==> src/rtl/ivu_pkg.sv <==
package ivu_pkg;
    typedef enum logic [1:0] {
        SEL_STATUS = 2'd0,
        SEL_ENABLE = 2'd1,
        SEL_VECTOR = 2'd2,
        SEL_BUFCFG = 2'd3
    } reg_sel_e;
endpackage

==> src/rtl/ivu_status_reg.sv <==
module ivu_status_reg #(
    parameter int          W        = 16,
    parameter logic [15:0] CLR_MASK = 16'h63E7
) (
    input  logic         clk,
    input  logic         rst_n,
    input  logic [W-1:0] set_i,
    input  logic [W-1:0] hw_clr_i,
    input  logic [W-1:0] sw_clr_i,
    input  logic [W-1:0] vec_clr_i,
    output logic [W-1:0] status_q,
    output logic [W-1:0] status_n
);
    localparam logic [W-1:0] SW_MASK = W'(CLR_MASK);

    logic [W-1:0] clr_all;

    always_comb begin
        clr_all  = (sw_clr_i & SW_MASK) | hw_clr_i | vec_clr_i;
        // A set pulse wins over every clear source in the same cycle.
        status_n = (status_q & ~clr_all) | set_i;
    end

    always_ff @(posedge clk) begin
        if (!rst_n) status_q <= '0;
        else        status_q <= status_n;
    end
endmodule

==> src/rtl/ivu_lowest_pick.sv <==
module ivu_lowest_pick #(
    parameter int W     = 16,
    parameter int IDX_W = $clog2(W + 1)
) (
    input  logic [W-1:0]     pend_i,
    output logic [W-1:0]     onehot_o,
    output logic [IDX_W-1:0] idx_o
);
    logic [W:0] seen;
    assign seen[0] = 1'b0;

    for (genvar g = 0; g < W; g++) begin : g_chain
        assign onehot_o[g] = pend_i[g] & ~seen[g];
        assign seen[g+1]   = seen[g] | pend_i[g];
    end

    always_comb begin
        idx_o = '0;
        for (int k = 0; k < W; k++) begin
            if (onehot_o[k]) idx_o = idx_o | IDX_W'(k + 1);
        end
    end
endmodule

==> src/rtl/ivu_out_stage.sv <==
module ivu_out_stage #(
    parameter int W          = 16,
    parameter int RX_RDY_BIT = 3,
    parameter int TX_RDY_BIT = 4
) (
    input  logic         clk,
    input  logic         rst_n,
    input  logic [W-1:0] status_n,
    input  logic [W-1:0] enable_n,
    input  logic         rx_dma_en_n,
    input  logic         tx_dma_en_n,
    output logic         irq_o,
    output logic         drq_rx_o,
    output logic         drq_tx_o
);
    always_ff @(posedge clk) begin
        if (!rst_n) begin
            irq_o    <= 1'b0;
            drq_rx_o <= 1'b0;
            drq_tx_o <= 1'b0;
        end else begin
            irq_o    <= |(status_n & enable_n);
            drq_rx_o <= rx_dma_en_n & status_n[RX_RDY_BIT];
            drq_tx_o <= tx_dma_en_n & status_n[TX_RDY_BIT];
        end
    end
endmodule

==> src/rtl/irq_vec_unit.sv <==
module irq_vec_unit #(
    parameter int          W             = 16,
    parameter logic [15:0] CLR_MASK      = 16'h63E7,
    parameter logic [15:0] EN_MASK       = 16'h63FF,
    parameter logic [15:0] BUF_MASK      = 16'hBFBF,
    parameter int          RX_RDY_BIT    = 3,
    parameter int          TX_RDY_BIT    = 4,
    parameter int          BUSY_BIT      = 12,
    parameter int          RX_DMA_EN_BIT = 15,
    parameter int          TX_DMA_EN_BIT = 7,
    parameter int          RX_FLUSH_BIT  = 14,
    parameter int          TX_FLUSH_BIT  = 6
) (
    input  logic         clk,
    input  logic         rst_n,
    input  logic         reg_wr,
    input  logic         reg_rd,
    input  logic [1:0]   reg_addr,
    input  logic [W-1:0] reg_wdata,
    output logic [W-1:0] reg_rdata,
    input  logic [W-1:0] ev_set,
    input  logic [W-1:0] hw_clr,
    input  logic         bus_busy,
    output logic         irq_o,
    output logic         drq_rx_o,
    output logic         drq_tx_o,
    output logic         rx_flush_o,
    output logic         tx_flush_o
);
    import ivu_pkg::*;

    localparam int           IDX_W  = $clog2(W + 1);
    localparam logic [W-1:0] EN_M   = W'(EN_MASK);
    localparam logic [W-1:0] BUF_M  = W'(BUF_MASK);

    reg_sel_e     sel;
    logic         wr_status, wr_enable, wr_bufcfg, rd_vector;
    logic [W-1:0] status_q, status_n;
    logic [W-1:0] enable_q, enable_n;
    logic [W-1:0] bufcfg_q, bufcfg_n;
    logic [W-1:0] pend, pick_onehot, vec_clr, sw_clr, dma_kill;
    logic [IDX_W-1:0] pick_idx;

    always_comb begin
        sel       = reg_sel_e'(reg_addr);
        wr_status = reg_wr && (sel == SEL_STATUS);
        wr_enable = reg_wr && (sel == SEL_ENABLE);
        wr_bufcfg = reg_wr && (sel == SEL_BUFCFG);
        rd_vector = reg_rd && (sel == SEL_VECTOR);
    end

    assign pend    = status_q & enable_q;
    assign vec_clr = rd_vector ? pick_onehot : '0;
    assign sw_clr  = wr_status ? reg_wdata : '0;

    ivu_lowest_pick #(.W(W), .IDX_W(IDX_W)) u_pick (
        .pend_i   (pend),
        .onehot_o (pick_onehot),
        .idx_o    (pick_idx)
    );

    ivu_status_reg #(.W(W), .CLR_MASK(CLR_MASK)) u_status (
        .clk       (clk),
        .rst_n     (rst_n),
        .set_i     (ev_set),
        .hw_clr_i  (hw_clr),
        .sw_clr_i  (sw_clr),
        .vec_clr_i (vec_clr),
        .status_q  (status_q),
        .status_n  (status_n)
    );

    // A DMA enable in a buffer write drops the matching ready interrupt enable.
    always_comb begin
        dma_kill = '0;
        dma_kill[RX_RDY_BIT] = reg_wdata[RX_DMA_EN_BIT];
        dma_kill[TX_RDY_BIT] = reg_wdata[TX_DMA_EN_BIT];
        if (wr_enable)      enable_n = reg_wdata & EN_M;
        else if (wr_bufcfg) enable_n = enable_q & ~dma_kill;
        else                enable_n = enable_q;
        bufcfg_n = wr_bufcfg ? (reg_wdata & BUF_M) : bufcfg_q;
    end

    always_ff @(posedge clk) begin
        if (!rst_n) begin
            enable_q   <= '0;
            bufcfg_q   <= '0;
            rx_flush_o <= 1'b0;
            tx_flush_o <= 1'b0;
        end else begin
            enable_q   <= enable_n;
            bufcfg_q   <= bufcfg_n;
            rx_flush_o <= wr_bufcfg && reg_wdata[RX_FLUSH_BIT];
            tx_flush_o <= wr_bufcfg && reg_wdata[TX_FLUSH_BIT];
        end
    end

    ivu_out_stage #(.W(W), .RX_RDY_BIT(RX_RDY_BIT), .TX_RDY_BIT(TX_RDY_BIT)) u_out (
        .clk         (clk),
        .rst_n       (rst_n),
        .status_n    (status_n),
        .enable_n    (enable_n),
        .rx_dma_en_n (bufcfg_n[RX_DMA_EN_BIT]),
        .tx_dma_en_n (bufcfg_n[TX_DMA_EN_BIT]),
        .irq_o       (irq_o),
        .drq_rx_o    (drq_rx_o),
        .drq_tx_o    (drq_tx_o)
    );

    logic [W-1:0] busy_vec;
    always_comb begin
        busy_vec = '0;
        busy_vec[BUSY_BIT] = bus_busy;
    end

    always_ff @(posedge clk) begin
        if (!rst_n) begin
            reg_rdata <= '0;
        end else if (reg_rd) begin
            unique case (sel)
                SEL_STATUS: reg_rdata <= status_q | busy_vec;
                SEL_ENABLE: reg_rdata <= enable_q;
                SEL_VECTOR: reg_rdata <= W'(pick_idx);
                SEL_BUFCFG: reg_rdata <= bufcfg_q;
                default:    reg_rdata <= '0;
            endcase
        end
    end
endmodule

==> config.mk <==
export PLATFORM = sky130hd
export DESIGN_NAME = irq_vec_unit
export DESIGN_NICKNAME = d
export VERILOG_FILES = /design/src/rtl/ivu_pkg.sv /design/src/rtl/ivu_status_reg.sv /design/src/rtl/ivu_lowest_pick.sv /design/src/rtl/ivu_out_stage.sv /design/src/rtl/irq_vec_unit.sv
export SDC_FILE = /design/constraint.sdc
export NUM_CORES = 1
export LEC_CHECK = 0
export ABC_CLOCK_PERIOD_IN_PS = 4900
export CORE_ASPECT_RATIO = 1.75
export CORE_MARGIN = 3
export CORE_UTILIZATION = 40
export CTS_CLUSTER_DIAMETER = 150
export DETAILED_ROUTE_END_ITERATION = 6
export PLACE_DENSITY = 0.69
export SLEW_MARGIN = 20
export SYNTH_ARGS = -nofsm -noshare
export SYNTH_HDL_FRONTEND = slang
export SYNTH_SLANG_ARGS = --single-unit
==> constraint.sdc <==
create_clock -name clk -period 4.9 [get_ports clk]
set_clock_uncertainty 0.15 [all_clocks]
set_input_delay 1.225 -clock clk [delete_from_list [all_inputs] [get_ports clk]]
set_output_delay 1.225 -clock clk [all_outputs]
set_load 0.03 [all_outputs]
==> results.md <==
- Outcome: finished, final reports clean
- Total Nets Final: 543
- Post-Synthesis Cells: 411
- Inserted Diodes: 0
- Setup Buffers After CTS: 0
- Mapped Area: 3290 um^2
- Clk Latency, worst-skew pair: 0.33 ns
- Seq/Total Area, Yosys: 0.408
- Static leakage: 0.00178 uW
- Post-synth EDFFs: 0
- Data required, critical path: 4.95 ns
- Die area: 9380 um^2
- WL per Instance: 19.9 um
- Unrepaired setup endpoints after global routing: no
- Slowest cell delay on critical path: 0.76 ns
- Setup_tns: 0 ns
- Worst Path Max Fanout: 13
- Max Clock Freq: 265 MHz
- Final-report max-slew violation count: 0
- Max clock buf depth: 2
- Routed Antenna Nets: 0
- Vias post-DR: 3403
- Largest net degree at the start of global routing: 30
- Grt ovf: 0
- Hold-fix buffer count after cts: 0
- Pre-Repair DR Iteration Count: 6
- Resize count post-CTS: 0
- Root Buffer: clkbuf_16
- Vias in the first global route: 3481
- Worst Tran Pin Value: 0.835 ns
- I/O pins: 76
- Row count: 43
- Cell Chain, Critical Path: clkdlybuf4s50_1, and3b_1, and4_1, a31oi_1, a41oi_1, nor4bb_1, a41oi_1
- Placed cell areas: 4160 um^2
- First-pass GRT wire length: 18100 um
- Synth Register Bits: 67
- CP Capture Type: register
- Crit path time final: 3.77 ns
- Via/cell ratio: 5.84
- Critical path's most frequent cell: a41oi_1
- R2r setup slk: 2.09 ns
- Die Y: 126 um
- Effective utilization at floorplan: 0.413
- Period Utilization, post-route: 0.770
- Largest area contributor in the netlist: dfxtp_1
- Worst min path class: register to register
- Global Route Usage Sum: 0.261
- WP data arrival: 3.82 ns
- Syn avg cell area: 7.99 um^2
- Fin cells: 583
- Final GP Congestion: 0.966
- Die X: 74.5 um
- Reg2Reg Depth: 6
- Layout cell share with drive strength beyond 1: 0.0710
- Ys async rst share: 0
- Area growth syn-to-layout: 36.3%
- Iter 0 DRT Violations: 302
- Yosys top cell area share: 0.408
- Routed WL: 11600 um
- Final Hold Viols: 0
- H-tree levels: 3
- Hold WS: 0.300 ns
- Number of CTS-inserted buffers: 9
- Max-slew headroom: 0.443
- Maximum VDD drop: 0.181 mV
- IO Port Bufs: 75
- Net Count, Synth: 466
- Inst Count DP: 567
- DR DRC count: 0
- Min-Delay Path Depth: 2
- Synth top area cells: dfxtp_1 41%, nand2_1 6.6%, a21oi_1 6.1%
- CTS tree: built
- Fin area: 4480 um^2
- PD cells: 330 nW/um^2
- Synth Flop Type: dfxtp_1
- WS Path Type: input port to register
- Clk sinks: 67
- Slowest CP cell: clkdlybuf4s50_1
- Core area: 7960 um^2
- CTS clk-pin slew, worst paths: 0.06 ns
- Yosys warning count: 0
- HPWL after detailed placement: 8900 um
- Distinct cells, synth: 51
- Startpoint types: input port
- Finish-stage setup viols: 0
- Max cap viols: 0
- Initial antenna violation count: 0
[worst paths after layout]
| kind | from | to |
|---|---|---|
| max reg2reg | enable_q[4] | u_out.irq_o |
| min reg2reg | bufcfg_q[2] | bufcfg_q[2] |
| min | bufcfg_q[2] | bufcfg_q[2] |
| max | reg_addr[1] | u_out.irq_o |
[per-stage QoR]
step,power (uW),util,worst slack [ns]
final,1480,0.562,1.13
after floorplan,705,-,1.83
after CTS,1480,0.562,1.17
after global routing,1530,0.562,0.932
after detailed placement,817,0.523,0.828
after global placement,816,0.523,0.965
[synthesized netlist by cell type (8+ instances only)]
library cell	number
a21oi_1	40
o22ai_1	8
dfxtp_1	67
nand2_1	58
o21ai_0	8
nand2b_1	11
nand3_1	9
nor2_1	49
a31oi_1	8
inv_1	15
mux2i_1	19
clkbuf_1	18
and2_1	9
and3_1	10
[critical path: cells and delay by family]
kind                   cells  cell delay [ns]
AO/OA/AOI/OAI              3             0.55
buffers and inverters      1             0.76
AND/OR/NAND/NOR            3             1.28
[cell families (layout without fill, tap and decap cells)]
kind of cell           Yosys count  in the layout  synth area share
AND/OR/NAND/NOR                168            168             0.242
AO/OA/AOI/OAI                  116            116             0.236
flip-flops                      67             67             0.408
buffers and inverters           37            119            0.0423
multiplexers                    23             23            0.0716
[layout make-up]
cell class                      count  area (um^2)
Tap cell                           90          113
Clock buffer                       11          253
Sequential cell                    67         1340
Inverter                           15         56.3
Clock inverter                      5         60.1
Fill cell                         779         3490
Timing Repair Buffer               88          848
Multi-Input combinational cell    307         1810
[metal layers]
metal	GRT usage	share of wire	wire (um)
met1	0.300	0.38	4440
met4	0.132	0.041	474
met2	0.446	0.53	6120
met5	0	0	0
met3	0.0455	0.049	570
[where the power goes]
group | leakage, uW | internal, uW | total [uW] | switching [uW]
Clock | 0.000152 | 423 | 670 | 246
Sequential | 0.000549 | 570 | 592 | 22.9
Combinational | 0.00108 | 99.8 | 214 | 115
[registers in the layout, indices dropped and copies added (netlist names)]
| name | flops |
|---|---|
| bufcfg_q | 14 |
| tx_flush_o | 1 |
| rx_flush_o | 1 |
| u_out.drq_rx_o | 1 |
| u_out.irq_o | 1 |
| reg_rdata | 16 |
| u_status.status_q | 16 |
| u_out.drq_tx_o | 1 |
| enable_q | 16 |
[layout by cell type, fill, tap and decap left out, types with 6 or more instances in the layout]
cell / instances
buf_4: 13
nand2_1: 58
and3_1: 10
a211oi_1: 7
a221oi_1: 6
nand3_1: 9
nand2b_1: 11
mux2i_1: 19
clkdlybuf4s50_1: 75
nor2_1: 49
o21ai_0: 8
inv_1: 15
clkbuf_16: 9
o22ai_1: 8
dfxtp_1: 67
and2_1: 9
a21oi_1: 40
a31oi_1: 8
Note: power is estimated with default switching activity, not from simulation.
